==> config.mk <==
export PLATFORM = sky130hd
export DESIGN_NAME = irq_level_agg
export DESIGN_NICKNAME = d
export VERILOG_FILES = /design/src/rtl/irq_agg_pkg.sv /design/src/rtl/irq_src_track.sv /design/src/rtl/irq_level_enc.sv /design/src/rtl/irq_level_agg.sv
export SDC_FILE = /design/constraint.sdc
export NUM_CORES = 1
export LEC_CHECK = 0
export CORE_AREA = 2 2 97 99
export CTS_BUF_LIST = sky130_fd_sc_hd__clkbuf_4
export DETAILED_ROUTE_END_ITERATION = 10
export DIE_AREA = 0 0 99 101
export DONT_BUFFER_PORTS = 1
export PLACE_DENSITY = 0.67
export SKIP_LAST_GASP = 1
export SLEW_MARGIN = 20
export SYNTH_ARGS = -nofsm -noshare
export SYNTH_HDL_FRONTEND = slang
export SYNTH_SLANG_ARGS = --single-unit
==> constraint.sdc <==
create_clock -name clk_i -period 4.35 [get_ports clk_i]
set_input_delay 1.305 -clock clk_i [delete_from_list [all_inputs] [get_ports clk_i]]
set_output_delay 1.305 -clock clk_i [all_outputs]
set_load 0.02 [all_outputs]
==> src/rtl/irq_agg_pkg.sv <==
package irq_agg_pkg;
  localparam int NUM_SRC = 13;
  localparam int DW      = 32;
  localparam int LVL_W   = 3;

  typedef logic [LVL_W-1:0] lvl_t;

  // status bit owned by each source line
  function automatic int src_bit(input int i);
    case (i)
      0:       return 2;
      1:       return 3;
      2:       return 5;
      3:       return 7;
      4:       return 9;
      5:       return 10;
      6:       return 12;
      7:       return 17;
      8:       return 21;
      9:       return 23;
      10:      return 26;
      11:      return 27;
      default: return 28;
    endcase
  endfunction

  function automatic int src_lvl(input int i);
    if (i < 7)       return 3;
    else if (i == 7) return 5;
    else             return 6;
  endfunction

  function automatic logic [DW-1:0] grp_mask(input int lvl);
    logic [DW-1:0] m;
    m = '0;
    for (int i = 0; i < NUM_SRC; i++)
      if (src_lvl(i) == lvl) m[src_bit(i)] = 1'b1;
    return m;
  endfunction
endpackage

==> src/rtl/irq_src_track.sv <==
module irq_src_track
  import irq_agg_pkg::*;
#(
  parameter int N  = NUM_SRC,
  parameter int W  = DW
) (
  input  logic         clk_i,
  input  logic         rst_ni,
  input  logic [N-1:0] src_i,
  output logic [W-1:0] hit_o,
  output logic [W-1:0] val_o
);
  logic [N-1:0] src_q;

  for (genvar g = 0; g < N; g++) begin : g_edge
    always_ff @(posedge clk_i or negedge rst_ni) begin
      if (!rst_ni) src_q[g] <= 1'b0;
      else         src_q[g] <= src_i[g];
    end
  end

  // scatter line changes onto their status bits
  always_comb begin
    hit_o = '0;
    val_o = '0;
    for (int i = 0; i < N; i++) begin
      hit_o[src_bit(i)] = src_i[i] ^ src_q[i];
      val_o[src_bit(i)] = src_i[i];
    end
  end
endmodule

==> src/rtl/irq_level_enc.sv <==
module irq_level_enc
  import irq_agg_pkg::*;
#(
  parameter int W = DW
) (
  input  logic         clk_i,
  input  logic         rst_ni,
  input  logic [W-1:0] status_i,
  input  logic [W-1:0] mask_i,
  output lvl_t         level_o
);
  localparam logic [W-1:0] G6 = W'(grp_mask(6));
  localparam logic [W-1:0] G5 = W'(grp_mask(5));
  localparam logic [W-1:0] G3 = W'(grp_mask(3));

  logic [W-1:0] live;
  lvl_t         level_d;

  assign live = status_i & mask_i;

  always_comb begin
    if      (|(live & G6)) level_d = 3'd6;
    else if (|(live & G5)) level_d = 3'd5;
    else if (|(live & G3)) level_d = 3'd3;
    else                   level_d = 3'd0;
  end

  always_ff @(posedge clk_i or negedge rst_ni) begin
    if (!rst_ni) level_o <= '0;
    else         level_o <= level_d;
  end


  masked_zero_chk: assert property (@(posedge clk_i) disable iff (!rst_ni)
    (mask_i == '0) |=> (level_o == '0));


  level_src_chk: assert property (@(posedge clk_i) disable iff (!rst_ni)
    (level_o != '0) |-> $past(|(status_i & mask_i)));
endmodule

==> src/rtl/irq_level_agg.sv <==
module irq_level_agg
  import irq_agg_pkg::*;
#(
  parameter int               N_SRC     = NUM_SRC,
  parameter int               DATA_W    = DW,
  parameter int               ADDR_W    = 16,
  parameter logic [ADDR_W-1:0] STAT_ADDR = 16'h7000,
  parameter logic [ADDR_W-1:0] MASK_ADDR = 16'h7800,
  parameter int               CTL_BIT   = 26
) (
  input  logic              clk_i,
  input  logic              rst_ni,
  input  logic [N_SRC-1:0]  src_i,
  input  logic              ctl_we_i,
  input  logic              ctl_val_i,
  input  logic              reg_wr_i,
  input  logic [ADDR_W-1:0] reg_addr_i,
  input  logic [DATA_W-1:0] reg_wdata_i,
  output logic [DATA_W-1:0] reg_rdata_o,
  output logic [2:0]        level_o
);
  logic [DATA_W-1:0] status_q, status_d, mask_q, mask_d;
  logic [DATA_W-1:0] hit, val;
  logic              wr_stat, wr_mask;

  assign wr_stat = reg_wr_i && (reg_addr_i == STAT_ADDR);
  assign wr_mask = reg_wr_i && (reg_addr_i == MASK_ADDR);

  irq_src_track #(.N(N_SRC), .W(DATA_W)) u_track (
    .clk_i (clk_i),
    .rst_ni(rst_ni),
    .src_i (src_i),
    .hit_o (hit),
    .val_o (val)
  );

  // priority per bit: line change > control strobe > software write
  always_comb begin
    status_d = status_q;
    if (wr_stat)  status_d = reg_wdata_i;
    if (ctl_we_i) status_d[CTL_BIT] = ctl_val_i;
    status_d = (status_d & ~hit) | (val & hit);
    mask_d   = wr_mask ? reg_wdata_i : mask_q;
  end

  always_ff @(posedge clk_i or negedge rst_ni) begin
    if (!rst_ni) begin
      status_q <= '0;
      mask_q   <= '0;
    end else begin
      status_q <= status_d;
      mask_q   <= mask_d;
    end
  end

  always_comb begin
    if      (reg_addr_i == STAT_ADDR) reg_rdata_o = status_q;
    else if (reg_addr_i == MASK_ADDR) reg_rdata_o = mask_q;
    else                              reg_rdata_o = '0;
  end

  irq_level_enc #(.W(DATA_W)) u_enc (
    .clk_i   (clk_i),
    .rst_ni  (rst_ni),
    .status_i(status_q),
    .mask_i  (mask_q),
    .level_o (level_o)
  );


  for (genvar g = 0; g < N_SRC; g++) begin : g_chk
    localparam int B = src_bit(g);
    src_ev_chk: assert property (@(posedge clk_i) disable iff (!rst_ni)
      hit[B] |=> (status_q[B] == $past(val[B])));
  end


  stat_wr_chk: assert property (@(posedge clk_i) disable iff (!rst_ni)
    (wr_stat && !(|hit) && !ctl_we_i) |=> (status_q == $past(reg_wdata_i)));


  mask_wr_chk: assert property (@(posedge clk_i) disable iff (!rst_ni)
    wr_mask |=> (mask_q == $past(reg_wdata_i)));


  other_addr_chk: assert property (@(posedge clk_i) disable iff (!rst_ni)
    (reg_wr_i && !wr_stat && !wr_mask && !(|hit) && !ctl_we_i)
      |=> ($stable(status_q) && $stable(mask_q)));


  ctl_bit_chk: assert property (@(posedge clk_i) disable iff (!rst_ni)
    (ctl_we_i && !hit[CTL_BIT]) |=> (status_q[CTL_BIT] == $past(ctl_val_i)));
endmodule

Word level (Yosys, flattened, before mapping) --
Index checks and enable logic that the tools add are counted.
Storage, ports and cells: output and inout bits 35, bits of input ports 66, word-level logic and storage cells 47, register bits 80
Cells by class: eq/ne operators 2, muxes and demuxes 7, bitwise logic cells 18, reduce and logical (&&, ||, !) cells 4
Operators with widths (count):
- 2-to-1 mux 32 bit | 3
- AND 29 bit | 2
- AND 32 bit | 1
- equality test 16 x 15 -> 1 bit (second input constant) | 2
- NOT 29 -> 32 bit | 1
- bitwise OR 32 x 29 -> 32 bit | 1
- XOR 1 bit | 13
- OR reduction 7 bit | 1
- 2-to-1 mux 3 bit | 2
- OR reduction 5 bit | 1
- logical AND 1 bit | 2
- 2-to-1 mux 2 bit | 1
- 2-to-1 mux 1 bit | 1

Logic depth before layout (Yosys ltp) --
Gate-level depths: netlist (run 1).
word-level depth 6, mapped depth 7, gate-level depth less buffers 4

Hierarchy --
Synthesis (run 1) repeated with hierarchy kept, for this count alone.
Second synthesis, totals: cells, all modules 343, area total of the unflattened synthesis 4126.5 um^2
By module, submodules not included:
- irq_level_agg | cells an instance 249, sequential area each 1601.5 um^2, area an instance 3143.0 um^2, times used 1
- irq_src_track | cells an instance 78, sequential area each 325.3 um^2, area an instance 825.8 um^2, times used 1
- irq_level_enc | cells an instance 16, sequential area each 75.1 um^2, area an instance 157.7 um^2, times used 1

Worst setup path before layout (run 1) --
Ideal clock, no wire load.
kind input-to-output, start point input reg_addr_i[3], end point output reg_rdata_o[0], data required time 3.045 ns, cell stages on the path 5, buffers on the path 1, data arrival time 3.076 ns, slack -0.031 ns, path through or4b_2 > or4_4 > nor2_4 > buf_2 > a22o_1
On the way: longest elaborated chain between the ends 3, elaborated cells on any way between the ends 4, classes of those cells eq/ne (2); mux (2)
RTL lines:
- start, declared | line irq_level_agg.sv:17 | input logic [ADDR_W-1:0] reg_addr_i,
- equality test 16 x 15 -> 1 bit | line irq_level_agg.sv:58 | else if (reg_addr_i == MASK_ADDR) reg_rdata_o = mask_q;
- 2-to-1 mux 32 bit | line irq_level_agg.sv:58
- 2-to-1 mux 32 bit (*) | line irq_level_agg.sv:57 | if (reg_addr_i == STAT_ADDR) reg_rdata_o = status_q;
- end, declared | line irq_level_agg.sv:19 | output logic [DATA_W-1:0] reg_rdata_o,
Every way passes the cells marked *; elsewhere a longest branch is shown, timed or not.

Worst setup path after layout (run 1) --
start point input reg_addr_i[4], end point output reg_rdata_o[3]
Same word-level chain as after synthesis.

==> summary.md, run 1 <==
| Metric | Value |
|---|---|
| Layout fillers | `approximately 800` |
| Initial antenna violation count | `0` |
| Combinational share of power | `0.056` |
| Via count | `approximately 2800` |
| Cell area after synthesis | `a little under 4000 um2` |
| Inserted Clock Buffers | `9` |
| PnR worst setup slack | `0.0441 ns` |
| Clk buf depth | `2` |
| Vias in the first global route | `2970` |
| Syn nets | `387` |
| Dominant cells by area after synthesis | `dfrtp_1, mux2_2, a22o_1` |
| Root Buffer Master | `clkbuf_4` |
| Final hold viol count | `0` |
| Sequential fraction of the synthesis area | `0.506` |
| Avg Inst Size Synth | `about 12 um2` |
| Crit path arrival time | `3.00 ns` |
| Post-Place Worst Slack | `-0.117 ns` |
| Pwr dens | `293 nW/um2` |
| Yosys reg bits | `80` |
| Die Height | `101 um` |
| Routed WL per cell | `around 23 um` |
| First-pass GRT wire length | `15800 um` |
| Worst-Skew Late Latency | `around 0.41 ns` |
| Yosys cell types | `38` |
| HPWL after DPL | `~6400 um` |
| Gpl congestion | `0.726` |
| Ys async rst share | `1.00` |
| Max-cap violation count | `0` |
| Worst slew pin tran | `a little over 1 ns` |
| Detail Route Antenna Nets | `0` |
| Crit path launch type | `input port` |
| CTS tree | `done` |
| Clock power share | `0.352` |
| Internal | `between 1 and 1.5 mW` |
| Num Clock Sinks | `80` |
| Run status | `completed` |
| # DRC | `0` |
| Static leakage | `roughly 2.1 nW` |
| Final slew viol count | `0` |
| Setup TNS | `0 ns` |
| Flop pwr share | `0.592` |
| Synth top cells by count | `dfrtp_1, mux2_2, a22o_1` |
| Core Footprint | `about 9000 um2` |
| Initial detailed-routing violation count | `roughly 140` |
| Type of the most critical hold path | `flip-flop to flip-flop` |
| RSZ-0062 raised after global routing | `no` |
| Clock slew at reported path FFs | `0.11 ns` |
| H-Tree Depth | `3` |
| Critical Path Fanout Max | `4` |
| Synth Warn # | `0` |
| DRT Pass-1 Iters | `4` |
| Layout Skew | `0.0149 ns` |
| Slew HR | `0.327` |
| Starting Density | `0.441` |
| Setup violators final | `0` |
| Overall power | `1.34 mW` |
| Total GRT Usage | `0.207` |
| Chip width | `99 um` |
| Leading area contributor after synthesis | `dfrtp_1` |
| Min cycle time layout | `4.31 ns` |
| Share of the synthesized area in the top cell type | `0.506` |
| I/O pin cnt | `between 100 and 150` |
| Layout cells sized above 1 | `0.327` |
| Max Freq | `~230 MHz` |
| Crit end category | `output pin` |
| Grt ovf | `0` |
| Net Switching | `307 uW` |
| Count of mapped cells out of synthesis | `321` |
| Synth-to-Final Area Change | `15.9%` |
| Worst ir drop on vdd | `approximately 0.18 mV` |
| EDFF count, synth | `0` |
| Die area | `~10000 um2` |
| N_diodes | `0` |
| Via/cell ratio | `6.32` |
| Standard-cell row count | `35` |
| Post-synth top flop | `dfrtp_1` |
| Period utilization | `0.990` |
| Largest net degree at the start of global routing | `81` |
| Post-CTS Hold Buffers | `0` |
| Count leader, synth | `dfrtp_1` |
| Worst Path Required | `slightly above 3 ns` |
| R2R Setup Slk | `between 2 and 3 ns` |
| Fin nets | `slightly below 400` |
| Worst setup path class | `input port to output pin` |
| Switch share | `0.229` |
| PortBufs | `0` |
| Routed WL | `9940 um` |
-- final timing paths --
path,start,to,cells after the start
max reg2reg,flip-flop,u_enc.level_o[0]$_DFF_PN0_,4
min reg2reg,status_q[1]$_DFFE_PN0N_,status_q[1]$_DFFE_PN0N_,1
max in group asynchronous,rst_ni,status_q[1]$_DFFE_PN0N_,0
min,status_q[1]$_DFFE_PN0N_,status_q[1]$_DFFE_PN0N_,1
max,reg_addr_i[4],reg_rdata_o[3],6
min in group asynchronous,rst_ni,u_track.src_q[5]$_DFF_PN0_,0
-- cell families (layout without fill, tap and decap cells) --
kind of cell | after synthesis | count (layout) | synth area share
muxes | 51 | 51 | 0.145
DFF | 80 | 80 | 0.506
and+or+nand+nor | 84 | 84 | 0.149
buffers and inverters | 28 | 37 | 0.0351
AOI/OAI and AO/OA | 78 | 78 | 0.165
-- power groups by stage --
| stage | Clock [mW] | Sequential [mW] | Combinational [mW] |
|---|---|---|---|
| global placement | 0 | 0.806 | 0.0717 |
| finish | 0.473 | 0.796 | 0.0749 |
| detailed placement | 0 | 0.807 | 0.0739 |
| CTS | 0.491 | 0.796 | 0.0751 |
| global route | 0.517 | 0.800 | 0.0844 |
| floorplan | 0 | 0.798 | 0.0618 |
-- cell usage in the layout, fill, tap and decap left out, types with 2 or more instances in the layout --
cell type | netlist | routed
nand2b_1 | 15 | 15
bufinv_16 | 0 | 2
nand4b_1 | 12 | 12
o211ai_1 | 12 | 12
or4_4 | 2 | 3
nand2_1 | 14 | 14
clkinv_1 | 0 | 2
mux2_1 | 18 | 18
a22o_2 | 0 | 8
nand3b_1 | 12 | 12
o41ai_1 | 12 | 12
clkbuf_4 | 0 | 10
inv_1 | 2 | 2
buf_6 | 1 | 3
o21ai_0 | 2 | 2
nor2b_1 | 14 | 13
mux2_2 | 33 | 33
buf_16 | 0 | 3
dfrtp_1 | 80 | 80
a22oi_1 | 2 | 2
a222oi_1 | 2 | 2
a22o_4 | 0 | 24
buf_4 | 0 | 13
o2111ai_1 | 12 | 12
-- worst max-delay path: stages --
cell and delay (ns):
or4_4 0.53, or4_4 0.55, nor2_4 0.15, buf_4 0.14
buf_6 0.12, a22o_2 0.20
-- metrics by stage --
step / area [um2] / hold WS [ns] / util / instances
6_report: 4590 / 0.498 / 0.511 / 441
5_1_grt: 4590 / 0.524 / 0.511 / 441
4_1_cts: 4590 / 0.503 / 0.511 / 441
3_5_place_dp: 4090 / 0.476 / 0.456 / 420
3_3_place_gp: 4090 / 0.470 / 0.456 / 420
2_1_floorplan: 3960 / 0.459 / - / 321
-- final cells by class --
cell class	instances	area, um2	area share
timing repair buffer	20	234	0.0510
clock inverter	5	72.6	0.0158
inverter	2	7.51	0.00164
multi-input combinational	213	2060	0.449
sequential	80	2000	0.436
tap	111	139	0.0303
clock buffer	10	75.1	0.0164
-- layer usage --
metal  share of wire  vias up  track usage
li1                -     1261            -
met1            0.43     1412        0.271
met2            0.47       95        0.325
met3           0.068       21       0.0562
met4           0.028        0       0.0885
met5               0        -            0
-- what timing repair did --
action / 4_1_cts / 5_1_grt
buffers inserted: 3 / 0
setup endpoints to repair: 32 / 0
gates resized for setup: 45 / 0
(Power assumes the default switching activity.)
==> inputs of run 2 (changes only) <==
--- a/config.mk
+++ b/config.mk
@@ -5,12 +5,13 @@
 export SDC_FILE = /design/constraint.sdc
 export NUM_CORES = 1
 export LEC_CHECK = 0
-export CORE_AREA = 2 2 97 99
+export CAP_MARGIN = 30
+export CORE_AREA = 2 2 118 120
 export CTS_BUF_LIST = sky130_fd_sc_hd__clkbuf_4
 export DETAILED_ROUTE_END_ITERATION = 10
-export DIE_AREA = 0 0 99 101
+export DIE_AREA = 0 0 120 122
 export DONT_BUFFER_PORTS = 1
-export PLACE_DENSITY = 0.67
+export PLACE_DENSITY = 0.51
 export SKIP_LAST_GASP = 1
 export SLEW_MARGIN = 20
 export SYNTH_ARGS = -nofsm -noshare
==> run 2 against run 1 <==
Against the previous run:
- largest cell class is now sequential cells
- sequential power about the same
- count of clock-buffer cells in the layout increased by 3
- sequential share of layout area decreased by 0.17 points
==> summary.md, run 2 (synthesis results as in run 1) <==
| Metric | Value |
|---|---|
| Synth-to-Final Area Change | `16.4%` |
| PortBufs | `0` |
| Max Freq | `~230 MHz` |
| Run status | `completed` |
| Hold_sp | `status_q[18]$_DFFE_PN0N_` |
| Detail Route Antenna Nets | `0` |
| Vias in the first global route | `3103` |
| Layout cells sized above 1 | `0.317` |
| Placed insts | `roughly 490` |
| Die area | `14600 um2` |
| Inserted Clock Buffers | `9` |
| Post-Place Worst Slack | `-0.157 ns` |
| Routed WL per cell | `22.3 um` |
| Via count | `2816` |
| Crit path launch type | `input port` |
| Standard-cell row count | `43` |
| Final hold viol count | `0` |
| Critical Path Fanout Max | `5` |
| Layout Skew | `0.0180 ns` |
| Period utilization | `0.995` |
| Largest net degree at the start of global routing | `81` |
| Multi-input logic area | `just under 2000 um2` |
| Post-Layout Inst Area | `4610 um2` |
| Crit path max-delay cell type | `or4_4` |
| Total GRT Usage | `0.166` |
| Finished Core Util | `0.341` |
| Core Footprint | `13500 um2` |
| Post-CTS Hold Buffers | `0` |
| Max-cap violation count | `0` |
| Switch share | `0.252` |
| Min cycle time layout | `4.33 ns` |
| PnR worst setup slack | `0.0231 ns` |
| Starting Density | `0.293` |
| HPWL after DPL | `7270 um` |
| Via/cell ratio | `roughly 5.5` |
| RSZ-0062 raised after global routing | `yes` |
| CP delay by family, top | `simple AND/OR/NAND/NOR gates` |
| Gpl congestion | `approximately 0.73` |
| Clock slew at reported path FFs | `0.13 ns` |
| Most frequent cells in the layout | `dfrtp_1, mux2_2, mux2_1` |
| Slew HR | `0.443` |
| # DRC | `0` |
| DRT Pass-1 Iters | `4` |
| Final slew viol count | `0` |
| Critical path buffers and inverters | `2` |
| Worst Path Required | `slightly above 3 ns` |
| I/O pin cnt | `101` |
| Worst ir drop on vdd | `about 0.13 mV` |
| Die Height | `122 um` |
| Initial detailed-routing violation count | `179` |
| Worst setup path class | `input port to output pin` |
| Internal | `approximately 1 mW` |
| Overall power | `1.35 mW` |
| Static leakage | `2.05 nW` |
| Clk buf depth | `2` |
| Flop pwr share | `0.592` |
| Type of the most critical hold path | `flip-flop to flip-flop` |
| Routed WL | `11300 um` |
| Pwr dens | `between 200 and 300 nW/um2` |
| Crit path arrival time | `3.02 ns` |
| H-Tree Depth | `3` |
| Combinational share of power | `0.058` |
| Worst slew pin tran | `0.836 ns` |
| Commonest non-fill, non-tap cell in the layout | `dfrtp_1` |
| Grt ovf | `0` |
| Chip width | `120 um` |
| CTS tree | `done` |
| Clock power share | `0.351` |
| Hold Worst Slack | `between 0.5 and 0.6 ns` |
| CP max stage delay | `0.55 ns` |
| Root Buffer Master | `clkbuf_4` |
| Placed cell areas | `approximately 4200 um2` |
| Register area | `about 2000 um2` |
| Crit path top cell by count | `or4_4` |
| Worst-Skew Late Latency | `0.46 ns` |
| Initial antenna violation count | `1` |
| Fin nets | `389` |
| Net Switching | `339 uW` |
| Layout fillers | `1346` |
| Final Non-Filler Cells | `around 510` |
| Num Clock Sinks | `80` |
| First-pass GRT wire length | `between 15000 and 20000 um` |
| Worst Setup SP | `reg_addr_i[0]` |
| Setup violators final | `0` |
| CP Cell Sequence | `or4_4, or4_4, nor2_4, buf_12, buf_16, a22o_4` |
| Crit end category | `output pin` |
| Setup TNS | `0 ns` |
run 2: cell types whose count changed in the layout (fill, tap and decap cells not counted), moves of 2 or more:
cell / previous run / this run
a22o_2: 8 / 14
clkbuf_4: 10 / 13
a22o_4: 24 / 14
buf_6: 3 / 0
clkinv_1: 2 / 0
buf_12: 1 / 6
a22o_1: 0 / 4
buf_4: 13 / 8
run 2: layout make-up:
| cell class | count | share of cell area |
|---|---|---|
| well taps | 180 | 0.0489 |
| multi-input cells | 213 | 0.430 |
| repair buffers | 17 | 0.0543 |
| clock inverters | 3 | 0.00924 |
| clock buffers | 13 | 0.0212 |
| diodes | 1 | 0.000543 |
| flip-flops and latches | 80 | 0.435 |
| inverters | 2 | 0.00163 |
run 2: final timing paths:
check / endpoint / slack (ns) / cells after the start
worst min-delay path: status_q[18]$_DFFE_PN0N_ / 0.50 / 1
worst max register to register: u_enc.level_o[0]$_DFF_PN0_ / 2.75 / 4
worst min register to register: status_q[18]$_DFFE_PN0N_ / 0.50 / 1
worst max-delay path: reg_rdata_o[20] / 0.02 / 6
min in group asynchronous: status_q[4]$_DFFE_PN0N_ / 0.52 / 0
max in group asynchronous: mask_q[14]$_DFFE_PN0P_ / 3.70 / 0
run 2: power by group through the flow:
| stage | Sequential [mW] | Clock, mW | Combinational, mW |
|---|---|---|---|
| after floorplan | 0.798 | 0 | 0.0618 |
| after global placement | 0.808 | 0 | 0.0724 |
| after detailed placement | 0.808 | 0 | 0.0763 |
| after CTS | 0.796 | 0.493 | 0.0776 |
| after global routing | 0.801 | 0.527 | 0.0864 |
| final | 0.796 | 0.472 | 0.0775 |
run 2: timing repair:
item / CTS / global route
pin swaps: 5 / 1
buffers inserted: 2 / 0
cloned: 2 / 0
gates resized for setup: 34 / 4
endpoints found under the setup margin: 32 / 18
endpoints found under the hold margin: 0 / 0
run 2: worst reg2reg max path, delay by kind of cell, from the launching register on:
| kind | cells | cell delay, ns |
|---|---|---|
| AOI/OAI and AO/OA | 3 | 1.03 |
| DFF | 1 | 0.44 |
| buffers and inverters | 1 | 0.08 |
run 2: metal layers:
layer | global-route usage | part of all wire | vias to the layer above
li1 | - | - | 1255
met1 | 0.205 | 0.43 | 1469
met2 | 0.273 | 0.48 | 77
met3 | 0.0604 | 0.075 | 15
met4 | 0.0485 | 0.013 | 0
met5 | 0 | 0 | -
